==> src/rtl/bitbr_pkg.sv <==
package bitbr_pkg;
  typedef enum logic [2:0] {
    ST_IDLE = 3'd0,
    ST_ADDR = 3'd1,
    ST_DISP = 3'd2,
    ST_OPER = 3'd3,
    ST_EVAL = 3'd4
  } bitbr_state_e;

  localparam int CYC_BASE     = 5;
  localparam int CYC_PAGE_PEN = 2;
  localparam int INSN_LEN     = 3;
endpackage

==> src/rtl/bitbr_rst_sync.sv <==
module bitbr_rst_sync (
  input  logic clk,
  input  logic rst_n,
  output logic rst_sync_n
);
  logic meta_q;
  logic sync_q;

  always_ff @(posedge clk or negedge rst_n) begin
    if (!rst_n) begin
      meta_q <= 1'b0;
      sync_q <= 1'b0;
    end else begin
      meta_q <= 1'b1;
      sync_q <= meta_q;
    end
  end

  assign rst_sync_n = sync_q;
endmodule

==> src/rtl/bitbr_decode.sv <==
module bitbr_decode #(
  parameter int DATA_W = 8
) (
  input  logic [DATA_W-1:0] opcode,
  input  logic [DATA_W-1:0] operand,
  output logic              hit
);
  localparam int IDX_W = $clog2(DATA_W);
  localparam int IDX_LSB = 4;

  logic [IDX_W-1:0] bit_idx;
  logic             want_set;

  always_comb begin
    bit_idx  = opcode[IDX_LSB +: IDX_W];
    want_set = opcode[DATA_W-1];
    hit      = (operand[bit_idx] == want_set);
  end
endmodule

==> src/rtl/bitbr_target.sv <==
module bitbr_target #(
  parameter int ADDR_W = 16,
  parameter int DATA_W = 8
) (
  input  logic [ADDR_W-1:0] pc_base,
  input  logic [DATA_W-1:0] disp,
  output logic [ADDR_W-1:0] fall_pc,
  output logic [ADDR_W-1:0] tgt_pc,
  output logic              page_cross
);
  import bitbr_pkg::*;
  localparam int EXT_W = ADDR_W - DATA_W;

  logic [ADDR_W-1:0] disp_ext;

  always_comb begin
    disp_ext   = {{EXT_W{disp[DATA_W-1]}}, disp};
    fall_pc    = pc_base + ADDR_W'(INSN_LEN);
    tgt_pc     = fall_pc + disp_ext;
    page_cross = (tgt_pc[ADDR_W-1:DATA_W] != fall_pc[ADDR_W-1:DATA_W]);
  end
endmodule

==> src/rtl/bitbr_unit.sv <==
module bitbr_unit #(
  parameter int ADDR_W = 16,
  parameter int DATA_W = 8,
  parameter int CNT_W  = 4
) (
  input  logic              clk,
  input  logic              rst_n,
  input  logic              start,
  input  logic [DATA_W-1:0] opcode,
  input  logic [ADDR_W-1:0] pc_in,
  output logic              mem_rd,
  output logic [ADDR_W-1:0] mem_addr,
  input  logic [DATA_W-1:0] mem_rdata,
  output logic              done,
  output logic              taken,
  output logic [ADDR_W-1:0] pc_out,
  output logic [CNT_W-1:0]  cycles
);
  import bitbr_pkg::*;
  localparam int EXT_W = ADDR_W - DATA_W;
  localparam logic [CNT_W-1:0] CNT_BASE  = CNT_W'(CYC_BASE);
  localparam logic [CNT_W-1:0] CNT_CROSS = CNT_W'(CYC_BASE + CYC_PAGE_PEN);

  logic rst_sync_n;

  bitbr_state_e      state_q, state_d;
  logic [DATA_W-1:0] opc_q, zp_q, disp_q;
  logic [ADDR_W-1:0] pc_q, pc_out_q, pc_out_d;
  logic [CNT_W-1:0]  cyc_q, cyc_d;
  logic              taken_q, taken_d, done_q, done_d;
  logic              ld_start, ld_zp, ld_disp, ld_res;
  logic              hit, page_cross;
  logic [ADDR_W-1:0] fall_pc, tgt_pc;

  bitbr_rst_sync u_rst_sync (
    .clk        (clk),
    .rst_n      (rst_n),
    .rst_sync_n (rst_sync_n)
  );

  bitbr_decode #(.DATA_W(DATA_W)) u_decode (
    .opcode  (opc_q),
    .operand (mem_rdata),
    .hit     (hit)
  );

  bitbr_target #(.ADDR_W(ADDR_W), .DATA_W(DATA_W)) u_target (
    .pc_base    (pc_q),
    .disp       (disp_q),
    .fall_pc    (fall_pc),
    .tgt_pc     (tgt_pc),
    .page_cross (page_cross)
  );

  // next-state and datapath control
  always_comb begin
    state_d  = state_q;
    ld_start = 1'b0;
    ld_zp    = 1'b0;
    ld_disp  = 1'b0;
    ld_res   = 1'b0;
    mem_rd   = 1'b0;
    mem_addr = '0;
    done_d   = 1'b0;
    pc_out_d = pc_out_q;
    cyc_d    = cyc_q;
    taken_d  = taken_q;
    unique case (state_q)
      ST_IDLE: begin
        if (start) begin
          ld_start = 1'b1;
          state_d  = ST_ADDR;
        end
      end
      ST_ADDR: begin
        mem_rd   = 1'b1;
        mem_addr = pc_q + ADDR_W'(1);
        state_d  = ST_DISP;
      end
      ST_DISP: begin
        mem_rd   = 1'b1;
        mem_addr = pc_q + ADDR_W'(2);
        ld_zp    = 1'b1;
        state_d  = ST_OPER;
      end
      ST_OPER: begin
        mem_rd   = 1'b1;
        mem_addr = {{EXT_W{1'b0}}, zp_q};
        ld_disp  = 1'b1;
        state_d  = ST_EVAL;
      end
      ST_EVAL: begin
        ld_res   = 1'b1;
        done_d   = 1'b1;
        taken_d  = hit;
        pc_out_d = hit ? tgt_pc : fall_pc;
        cyc_d    = (hit && page_cross) ? CNT_CROSS : CNT_BASE;
        state_d  = ST_IDLE;
      end
      default: state_d = ST_IDLE;
    endcase
  end

  always_ff @(posedge clk or negedge rst_sync_n) begin
    if (!rst_sync_n) begin
      state_q <= ST_IDLE;
      done_q  <= 1'b0;
    end else begin
      state_q <= state_d;
      done_q  <= done_d;
    end
  end

  always_ff @(posedge clk or negedge rst_sync_n) begin
    if (!rst_sync_n) begin
      opc_q <= '0;
      pc_q  <= '0;
    end else if (ld_start) begin
      opc_q <= opcode;
      pc_q  <= pc_in;
    end
  end

  always_ff @(posedge clk or negedge rst_sync_n) begin
    if (!rst_sync_n) begin
      zp_q <= '0;
    end else if (ld_zp) begin
      zp_q <= mem_rdata;
    end
  end

  always_ff @(posedge clk or negedge rst_sync_n) begin
    if (!rst_sync_n) begin
      disp_q <= '0;
    end else if (ld_disp) begin
      disp_q <= mem_rdata;
    end
  end

  always_ff @(posedge clk or negedge rst_sync_n) begin
    if (!rst_sync_n) begin
      pc_out_q <= '0;
      cyc_q    <= '0;
      taken_q  <= 1'b0;
    end else if (ld_res) begin
      pc_out_q <= pc_out_d;
      cyc_q    <= cyc_d;
      taken_q  <= taken_d;
    end
  end

  assign done   = done_q;
  assign taken  = taken_q;
  assign pc_out = pc_out_q;
  assign cycles = cyc_q;

  // completion strobe lasts one cycle
  assert_done_single_R6: assert property (@(posedge clk) disable iff (!rst_sync_n)
    done_q |=> !done_q);

  // only the two legal counts are reported
  assert_cyc_legal_R5: assert property (@(posedge clk) disable iff (!rst_sync_n)
    done_q |-> (cyc_q == CNT_BASE || cyc_q == CNT_CROSS));

  // a failed test costs the base count and falls through
  assert_fall_cyc_R4: assert property (@(posedge clk) disable iff (!rst_sync_n)
    (done_q && !taken_q) |-> (cyc_q == CNT_BASE));

  assert_fall_pc_R4: assert property (@(posedge clk) disable iff (!rst_sync_n)
    (done_q && !taken_q) |-> (pc_out_q == pc_q + ADDR_W'(INSN_LEN)));

  // the captured instruction cannot change while busy
  assert_busy_hold_R7: assert property (@(posedge clk) disable iff (!rst_sync_n)
    (state_q != ST_IDLE) |=> ($stable(opc_q) && $stable(pc_q)));

  // the operand read stays in page zero
  assert_zp_page_R2: assert property (@(posedge clk) disable iff (!rst_sync_n)
    (mem_rd && state_q == ST_OPER) |-> (mem_addr[ADDR_W-1:DATA_W] == '0));
endmodule

==> config.mk <==
export PLATFORM = sky130hd
export DESIGN_NAME = bitbr_unit
export DESIGN_NICKNAME = d
export VERILOG_FILES = /design/src/rtl/bitbr_pkg.sv /design/src/rtl/bitbr_rst_sync.sv /design/src/rtl/bitbr_decode.sv /design/src/rtl/bitbr_target.sv /design/src/rtl/bitbr_unit.sv
export SDC_FILE = /design/constraint.sdc
export NUM_CORES = 1
export LEC_CHECK = 0
export BUFFER_PORTS_ARGS = -buffer_cell sky130_fd_sc_hd__buf_2
export CAP_MARGIN = 20
export CORE_MARGIN = 1
export CORE_UTILIZATION = 28
export DETAILED_ROUTE_END_ITERATION = 10
export GPL_TIMING_DRIVEN = 1
export PLACE_DENSITY = 0.43
export SLEW_MARGIN = 20
export SYNTH_ARGS = -nofsm -noshare
export SYNTH_HDL_FRONTEND = slang
export SYNTH_SLANG_ARGS = --single-unit
==> constraint.sdc <==
create_clock -name clk -period 2.25 [get_ports clk]
set_clock_uncertainty 0.05 [all_clocks]
set_input_delay 0.225 -clock clk [delete_from_list [all_inputs] [get_ports clk]]
set_output_delay 0.225 -clock clk [all_outputs]
set_load 0.01 [all_outputs]
==> results of run 1 <==
-- cells in the mapped netlist, types with 5 or more instances --
cell type	count	area, um2
a21o_1	5	37.5
a21oi_1	25	125
a31oi_1	7	43.8
buf_2	6	30.0
buf_4	7	52.6
clkbuf_1	11	41.3
dfrtp_1	61	1530
ha_1	21	263
inv_1	12	45.0
mux2_2	17	191
mux2i_1	15	150
nand2_1	97	364
nand3_1	5	25.0
nand4_1	5	31.3
nor2_1	26	97.6
nor3_1	9	45.0
nor4_1	5	31.3
o21ai_0	43	215
xnor2_1	18	158
xor2_1	20	175
-- kinds of logic after synthesis --
kind of cell             Yosys count  synth area share
buffers and inverters             38            0.0418
flip-flops                        61             0.362
other                              2           0.00178
AND/OR/NAND/NOR                  178             0.199
adder cells (fa/ha/maj)           22            0.0670
XOR/XNOR                          39            0.0854
multiplexers                      34            0.0916
AO/OA/AOI/OAI                    106             0.152
-- how the worst min path moves through the flow --
stage	start	end	slack, ps	cells past startpoint
after detailed placement	rst_n	u_rst_sync.meta_q	-40	1
final	pc_in[6]	pc_q[6]	50	3
after global routing	opcode[5]	opc_q[5]	70	2
after global placement	rst_n	u_rst_sync.meta_q	-40	1
after CTS	pc_in[6]	pc_q[6]	40	3
after floorplan	rst_n	u_rst_sync.meta_q	-120	0
-- per-layer routing --
metal | GRT usage | share of wire | vias up
met3 | 0.0326 | 0.042 | 29
met4 | 0.0813 | 0.027 | 0
met5 | 0 | 0 | -
met2 | 0.299 | 0.47 | 114
li1 | - | - | 2104
met1 | 0.237 | 0.46 | 2013
-- per-stage QoR --
step	util	hold slack, ps	worst slack (ps)
detailed placement	0.385	-37.8	-1140
global placement	0.385	-38.6	-1000
global route	0.478	66.5	-1150
CTS	0.439	43.7	-905
finish	0.478	48.9	-990
floorplan	-	-121	-889
-- registers in the layout, summed over array words and instances (netlist names) --
name,count
cycles,2
disp_q,8
done,1
opc_q,4
pc_out,16
pc_q,16
state_q,3
taken,1
u_rst_sync.meta_q,1
u_rst_sync.rst_sync_n,1
zp_q,8
-- layout by cell type (no fill, tap or decap), drive strengths merged, types with 7 or more instances in the layout --
| master | instances |
|---|---|
| inv | 12 |
| xnor2 | 19 |
| nor3 | 9 |
| ha | 21 |
| mux2 | 17 |
| dfrtp | 61 |
| xor2 | 20 |
| mux2i | 15 |
| nor2 | 27 |
| o21ai | 43 |
| clkbuf | 11 |
| a31oi | 7 |
| buf | 228 |
| a21oi | 25 |
| nand2 | 98 |
-- final cells by class --
cell class	count	area, um2
clock buffers	11	233
clock inverters	5	75.1
fillers	1424	7640
inverters	12	45.0
multi-input cells	381	3250
flip-flops and latches	61	1530
well taps	184	230
repair buffers	229	1640
-- tightest hold or removal path, stage by stage --
cell and delay [ps]:
buf_2 70, nand2_1 40, o21ai_0 60
-- timing repair --
| action | 4_1_cts | 5_1_grt |
|---|---|---|
| setup buffers | 26 | 18 |
| endpoints found under the setup margin | 26 | 27 |
| hold buffers | 1 | 0 |
| endpoints found under the hold margin | 2 | 0 |
| pin swaps | 48 | 64 |
| resized for setup | 65 | 101 |
==> results.md, run 1 <==
* RSZ-0062 raised after global routing: true
* Worst Setup EP: cycles[1]
* H-tree depth at 3
* Post-layout min period at 3240 ps
* Number of synthesized flops with an enable pin at 0
* Die area at 15,600 um2
* Final net count at 751
* FFs w/ async S/R, synth at 1.00
* Root Buffer: clkbuf_16
* Final worst slack at -990 ps
* Area delta synth->final at 66.0%
* Post-synthesis cell count at 480
* Buf+Inv Stages, Crit Path at 1
* Placed cell areas at 5640 um2
* Slew margin rel. at 0.538
* Critical-path maximum fanout at 6
* IO buf count at 68
* R2r startpoint: pc_q[2]
* Final worst-path cycle share at 1.44
* Final wirelength at 14.2 mm
* Routability cong. at 0.931
* Drt pass-1 iters at 8
* Mapped cell area at 4220 um2
* Worst reg2reg endpoint: cycles[1]
* Final hold vios at 0
* Critical-path top delay cell: dfrtp_2
* Critical-path cell list: ha_4, a21oi_2, nand3b_1, buf_6, nor2_2, xor2_1, ha_1, nand4_1, a211o_1, nor3b_4, xnor2_2, xor2_1, nor4_1, a21oi_1
* CTS clk-pin slew, worst paths at 50 ps
* Post-Syn Area per Cell at 8.79 um2
* I/O pin count at 74
* Vias per cell at 4.82
* Wire per inst at 16.1 um
* WP depth at 14
* Startpoint Class: flip-flop
* Max Freq at 0.309 GHz
* Placed Cells incl. Taps at 827
* HPWL after detailed placement at 10.3 mm
* DRT iter0 DRCs at 223
* GRT overflow at 0
* Critical path origin: pc_q[2]
* Routed Antenna Nets at 0
* Setup CP Type: reg2reg
* Cells on worst reg2reg path at 14
* Yosys cell types at 57
* Crit end category: flip-flop
* DR vias at 4,260
* Max-Cap Viols at 0
* Fin cells at 883
* Die X at 125 um
* Largest net degree at the start of global routing at 36
* Violated checks: design-rule violations, negative setup slack
* #FFs+latches synth at 61
* Final Cell Area at 7000 um2
* Max-slew violations at 0
* Synth warn at 0
* Slowest Stage Delay on Critical Path at 480 ps
* Syn nets at 537
* Initial antenna violation count at 0
* Skew-Pair Late Insertion Delay at 350 ps
* CP delay by family, top: simple AND/OR/NAND/NOR gates
* Tightest Hold Check Type: in2reg
* Slew @ Worst Pin at 693 ps
* Die height at 125 um
* Seq/Total Area, Yosys at 0.362
* CTS tree: built
* Required time worst endpoint at 2420 ps
* Core ar. at 14,600 um2
* Status: complete, but fails checks
* Final setup viols at 18
* All-layer global routing usage at 0.184
* Critical Path AT at 3400 ps
* Clk sinks at 61
* Starting Density at 0.288
* DR DRC count at 9
* Main synth FF type: dfrtp_1
* Share of layout cells above drive strength 1 at 0.545
* R2r setup slk at -990 ps
* Antenna diodes at 0
* Vias in the first global route at 4,209
* CP dominant cell by count: xor2_1
* Wire length of the first global-routing pass at 22.1 mm
* Setup TNS at -9130 ps
* Num CTS Buffers at 9
* Cell Rows at 44
* Clk buf depth at 2
Power of run 1 is not shown: default switching activity piles up to over one toggle a cycle in this logic, so the estimate is an artifact.
==> run 2, diff against run 1 <==
--- a/config.mk
+++ b/config.mk
@@ -7,11 +7,13 @@
 export LEC_CHECK = 0
 export BUFFER_PORTS_ARGS = -buffer_cell sky130_fd_sc_hd__buf_2
 export CAP_MARGIN = 20
+export CELL_PAD_IN_SITES_DETAIL_PLACEMENT = 0
+export CELL_PAD_IN_SITES_GLOBAL_PLACEMENT = 1
 export CORE_MARGIN = 1
 export CORE_UTILIZATION = 28
 export DETAILED_ROUTE_END_ITERATION = 10
 export GPL_TIMING_DRIVEN = 1
-export PLACE_DENSITY = 0.43
+export PLACE_DENSITY = 0.54
 export SLEW_MARGIN = 20
 export SYNTH_ARGS = -nofsm -noshare
 export SYNTH_HDL_FRONTEND = slang
==> results.md, run 2 (synthesized netlist as in run 1, its figures left out) <==
* Status: complete, but fails checks
* Violated checks: design-rule violations, negative setup slack
* GRT overflow at 0
* Antenna diodes at 0
* Share of layout cells above drive strength 1 at 0.572
* Final worst-path cycle share at 1.43
* Final setup viols at 21
* Area delta synth->final at 73.6%
* Slew margin rel. at 0.501
* Critical-path maximum fanout at 5
* Placed cell areas at 5640 um2
* All-layer global routing usage at 0.187
* RSZ-0062 raised after global routing: true
* Final wirelength at 13.9 mm
* Routability cong. at 0.835
* CTS clk-pin slew, worst paths at 50 ps
* Tightest Hold Check Type: in2reg
* Max-slew violations at 0
* Max Freq at 0.311 GHz
* Met1 Usage GRT at 0.238
* Routed Antenna Nets at 0
* H-tree depth at 3
* Clk buf depth at 2
* IO buf count at 68
* Vias in the first global route at 4,360
* Die area at 15,600 um2
* Wire length of the first global-routing pass at 22.6 mm
* Skew-Pair Late Insertion Delay at 340 ps
* Die X at 125 um
* I/O pin count at 74
* Commonest cells after routing, fill and taps aside: 142 x buf_4, 90 x nand2_1, 68 x buf_2, 53 x dfrtp_1, 31 x buf_6
* HPWL after detailed placement at 10.5 mm
* Final worst slack at -966 ps
* DRT iter0 DRCs at 186
* Largest net degree at the start of global routing at 33
* Crit end category: flip-flop
* Die height at 125 um
* CTS tree: built
* Cell Rows at 44
* Num CTS Buffers at 9
* Critical Path AT at 3380 ps
* Initial antenna violation count at 0
* Fin cells at 899
* Vias per cell at 4.79
* Max-Cap Viols at 0
* Setup CP Type: reg2reg
* Clk sinks at 61
* Root Buffer: clkbuf_16
* Drt pass-1 iters at 9
* Met2 Usage GRT at 0.302
* Starting Density at 0.288
* Final Util at 0.500
* Commonest non-fill, non-tap cell in the layout: buf_4
* Slew @ Worst Pin at 749 ps
* DR vias at 4,304
* DR DRC count at 6
* Core ar. at 14,600 um2
* Final hold vios at 0
* Final net count at 767
* Startpoint Class: flip-flop
* Placed Cells incl. Taps at 827
* GRT met3 Usage at 0.0490
* Post-layout min period at 3220 ps
* Busiest grt layer: met2
* Final Cell Area at 7330 um2
* Wire per inst at 15.4 um
* R2r setup slk at -970 ps
* Required time worst endpoint at 2410 ps
## run 2: repair_timing
item	CTS	global route
cloned	0	0
setup buffers	33	29
endpoints found under the setup margin	26	27
hold buffers	1	0
pin swaps	62	51
resized for setup	122	77
endpoints found under the hold margin	2	0
## run 2: final cells by class
class,instances,area (um2)
timing repair buffer,245,1830
multi-input combinational,381,3360
clock inverter,5,83.8
sequential,61,1540
fill,1354,7320
inverter,12,48.8
clock buffer,11,243
tap,184,230
## run 2: metrics by stage
step | hold WS [ps] | setup slack, ps | TNS, ps
floorplan | -121 | -889 | -6110
global placement | -40.2 | -1060 | -8830
detailed placement | -37.2 | -1120 | -9360
CTS | 30.5 | -955 | -8420
global route | 53.9 | -1120 | -12280
finish | 41.8 | -966 | -8820
## run 2: per-layer routing
metal | up-vias | routed length, um
met1 | 2046 | 6290
met2 | 96 | 6620
li1 | 2142 | -
met3 | 20 | 651
met4 | 0 | 315
met5 | - | 0
## run 2: path summary, 6_finish.rpt
| check | depth (start not counted) | startpoint | to |
|---|---|---|---|
| setup / recovery | 15 | pc_q[2] | cycles[1] |
| max in group asynchronous | 1 | u_rst_sync.rst_sync_n | state_q[0] |
| hold / removal | 3 | pc_in[6] | pc_q[6] |
| setup reg to reg | 15 | pc_q[2] | cycles[1] |
| min in group asynchronous | 2 | rst_n | u_rst_sync.rst_sync_n |
| hold reg to reg | 0 | u_rst_sync.rst_sync_n | pc_q[11] |
## run 2: worst max-delay path, cell delays in order (launching register included)
cell	delay [ps]
dfrtp_2	420
buf_6	130
nand4_4	100
or4_4	460
nor2_4	130
xor2_2	200
ha_4	240
buf_6	110
and2_4	150
or3_1	320
o21ai_1	80
a21oi_1	60
xor2_1	180
xor2_1	160
nor4_1	190
a21oi_1	110
Power of run 2 is left out for the same reason.
==> run 3, diff against run 2 <==
--- a/config.mk
+++ b/config.mk
@@ -14,6 +14,7 @@
 export DETAILED_ROUTE_END_ITERATION = 10
 export GPL_TIMING_DRIVEN = 1
 export PLACE_DENSITY = 0.54
+export RECOVER_POWER = 25
 export SLEW_MARGIN = 20
 export SYNTH_ARGS = -nofsm -noshare
 export SYNTH_HDL_FRONTEND = slang
==> results.md, run 3 (synthesized netlist as in run 1, its figures left out) <==
* Num CTS Buffers at 9
* Final Util at 0.499
* Multi-input gate area at 3360 um2
* I/O pin count at 74
* Die height at 125 um
* HPWL after detailed placement at 10.5 mm
* Skew-Pair Late Insertion Delay at 340 ps
* Fin cells at 899
* Slew margin rel. at 0.236
* Placed Cells incl. Taps at 827
* Clk sinks at 61
* Share of layout cells above drive strength 1 at 0.569
* Max Freq at 0.311 GHz
* Status: complete, but fails checks
* All-layer global routing usage at 0.187
* Routed Antenna Nets at 0
* WHS at 42.0 ps
* Crit end category: flip-flop
* Drt pass-1 iters at 9
* RSZ-0062 raised after global routing: true
* Final Cell Area at 7310 um2
* Initial antenna violation count at 0
* H-tree depth at 3
* Startpoint Class: flip-flop
* Commonest cells after routing, fill and taps aside: 142 x buf_4, 90 x nand2_1, 68 x buf_2, 54 x dfrtp_1, 31 x buf_6
* R2r setup slk at -960 ps
* Critical Path AT at 3380 ps
* CTS clk-pin slew, worst paths at 50 ps
* DR DRC count at 6
* Tightest Hold Check Type: in2reg
* Setup CP Type: reg2reg
* Core ar. at 14,600 um2
* Fillers at 1,357
* Cell Rows at 44
* Wire length of the first global-routing pass at 22.6 mm
* Commonest non-fill, non-tap cell in the layout: buf_4
* CTS tree: built
* Vias per cell at 4.79
* Register area at 1540 um2
* Critical-path maximum fanout at 5
* GRT overflow at 0
* Vias in the first global route at 4,360
* DRT iter0 DRCs at 172
* Final net count at 767
* Antenna diodes at 0
* Clk buf depth at 2
* Final wirelength at 13.9 mm
* Required time worst endpoint at 2410 ps
* Final setup viols at 21
* Routability cong. at 0.835
* Root Buffer: clkbuf_16
* Final worst slack at -965 ps
* Final hold vios at 0
* Post-layout min period at 3210 ps
* Die area at 15,600 um2
* Max-slew violations at 0
* IO buf count at 68
* Area delta synth->final at 73.2%
* Slew @ Worst Pin at 1150 ps
* Starting Density at 0.288
* Largest net degree at the start of global routing at 33
* Placed cell areas at 5640 um2
* Max-Cap Viols at 0
* Wire per inst at 15.5 um
* Final worst-path cycle share at 1.43
* Violated checks: design-rule violations, negative setup slack
* Die X at 125 um
* DR vias at 4,305
[run 3: cell count changes in the layout (fill, tap and decap cells not counted)]
cell,change
dfrtp_1,+1
dfrtp_2,-1
buf_12,-1
clkbuf_1,+1
[run 3: what timing repair did]
action,4_1_cts,5_1_grt
pin swaps,62,51
resized for setup,122,77
hold buffers,1,0
setup buffers,33,29
endpoints found under the hold margin,2,0
endpoints found under the setup margin,26,27
[run 3: critical path: stages (launching register included)]
cell	delay, ps
dfrtp_2	420
buf_6	130
nand4_4	100
or4_4	460
nor2_4	130
xor2_2	200
ha_4	240
buf_6	110
and2_4	150
or3_1	320
o21ai_1	80
a21oi_1	60
xor2_1	180
xor2_1	160
nor4_1	190
a21oi_1	110
[run 3: routing by layer]
| metal | up-vias | GRT usage | wire (um) |
|---|---|---|---|
| met3 | 20 | 0.0490 | 665 |
| met2 | 97 | 0.302 | 6650 |
| met4 | 0 | 0.0675 | 312 |
| met1 | 2047 | 0.238 | 6270 |
| met5 | - | 0 | 0 |
| li1 | 2141 | - | - |
[run 3: path summary, 6_finish.rpt]
| path | start | cells after the start | end |
|---|---|---|---|
| max | pc_q[2] | 15 | cycles[1] |
| min | pc_in[6] | 3 | pc_q[6] |
| max reg2reg | pc_q[2] | 15 | cycles[1] |
| min reg2reg | u_rst_sync.meta_q | 0 | u_rst_sync.rst_sync_n |
| max in group asynchronous | u_rst_sync.rst_sync_n | 1 | state_q[0] |
| min in group asynchronous | rst_n | 2 | u_rst_sync.rst_sync_n |
[run 3: metrics by stage]
step                      TNS, ps  setup WS (ps)
after global placement      -8830          -1060
after CTS                   -8420           -955
final                       -8810           -965
after floorplan             -6110           -889
after detailed placement    -9360          -1120
after global routing       -12390          -1120
[run 3: area by class of cell]
| class | instances | area share |
|---|---|---|
| tap | 184 | 0.0315 |
| sequential | 61 | 0.210 |
| clock buffer | 11 | 0.0332 |
| multi-input combinational | 381 | 0.460 |
| inverter | 12 | 0.00668 |
| timing repair buffer | 245 | 0.248 |
| clock inverter | 5 | 0.0115 |
Power of run 3 is left out for the same reason.
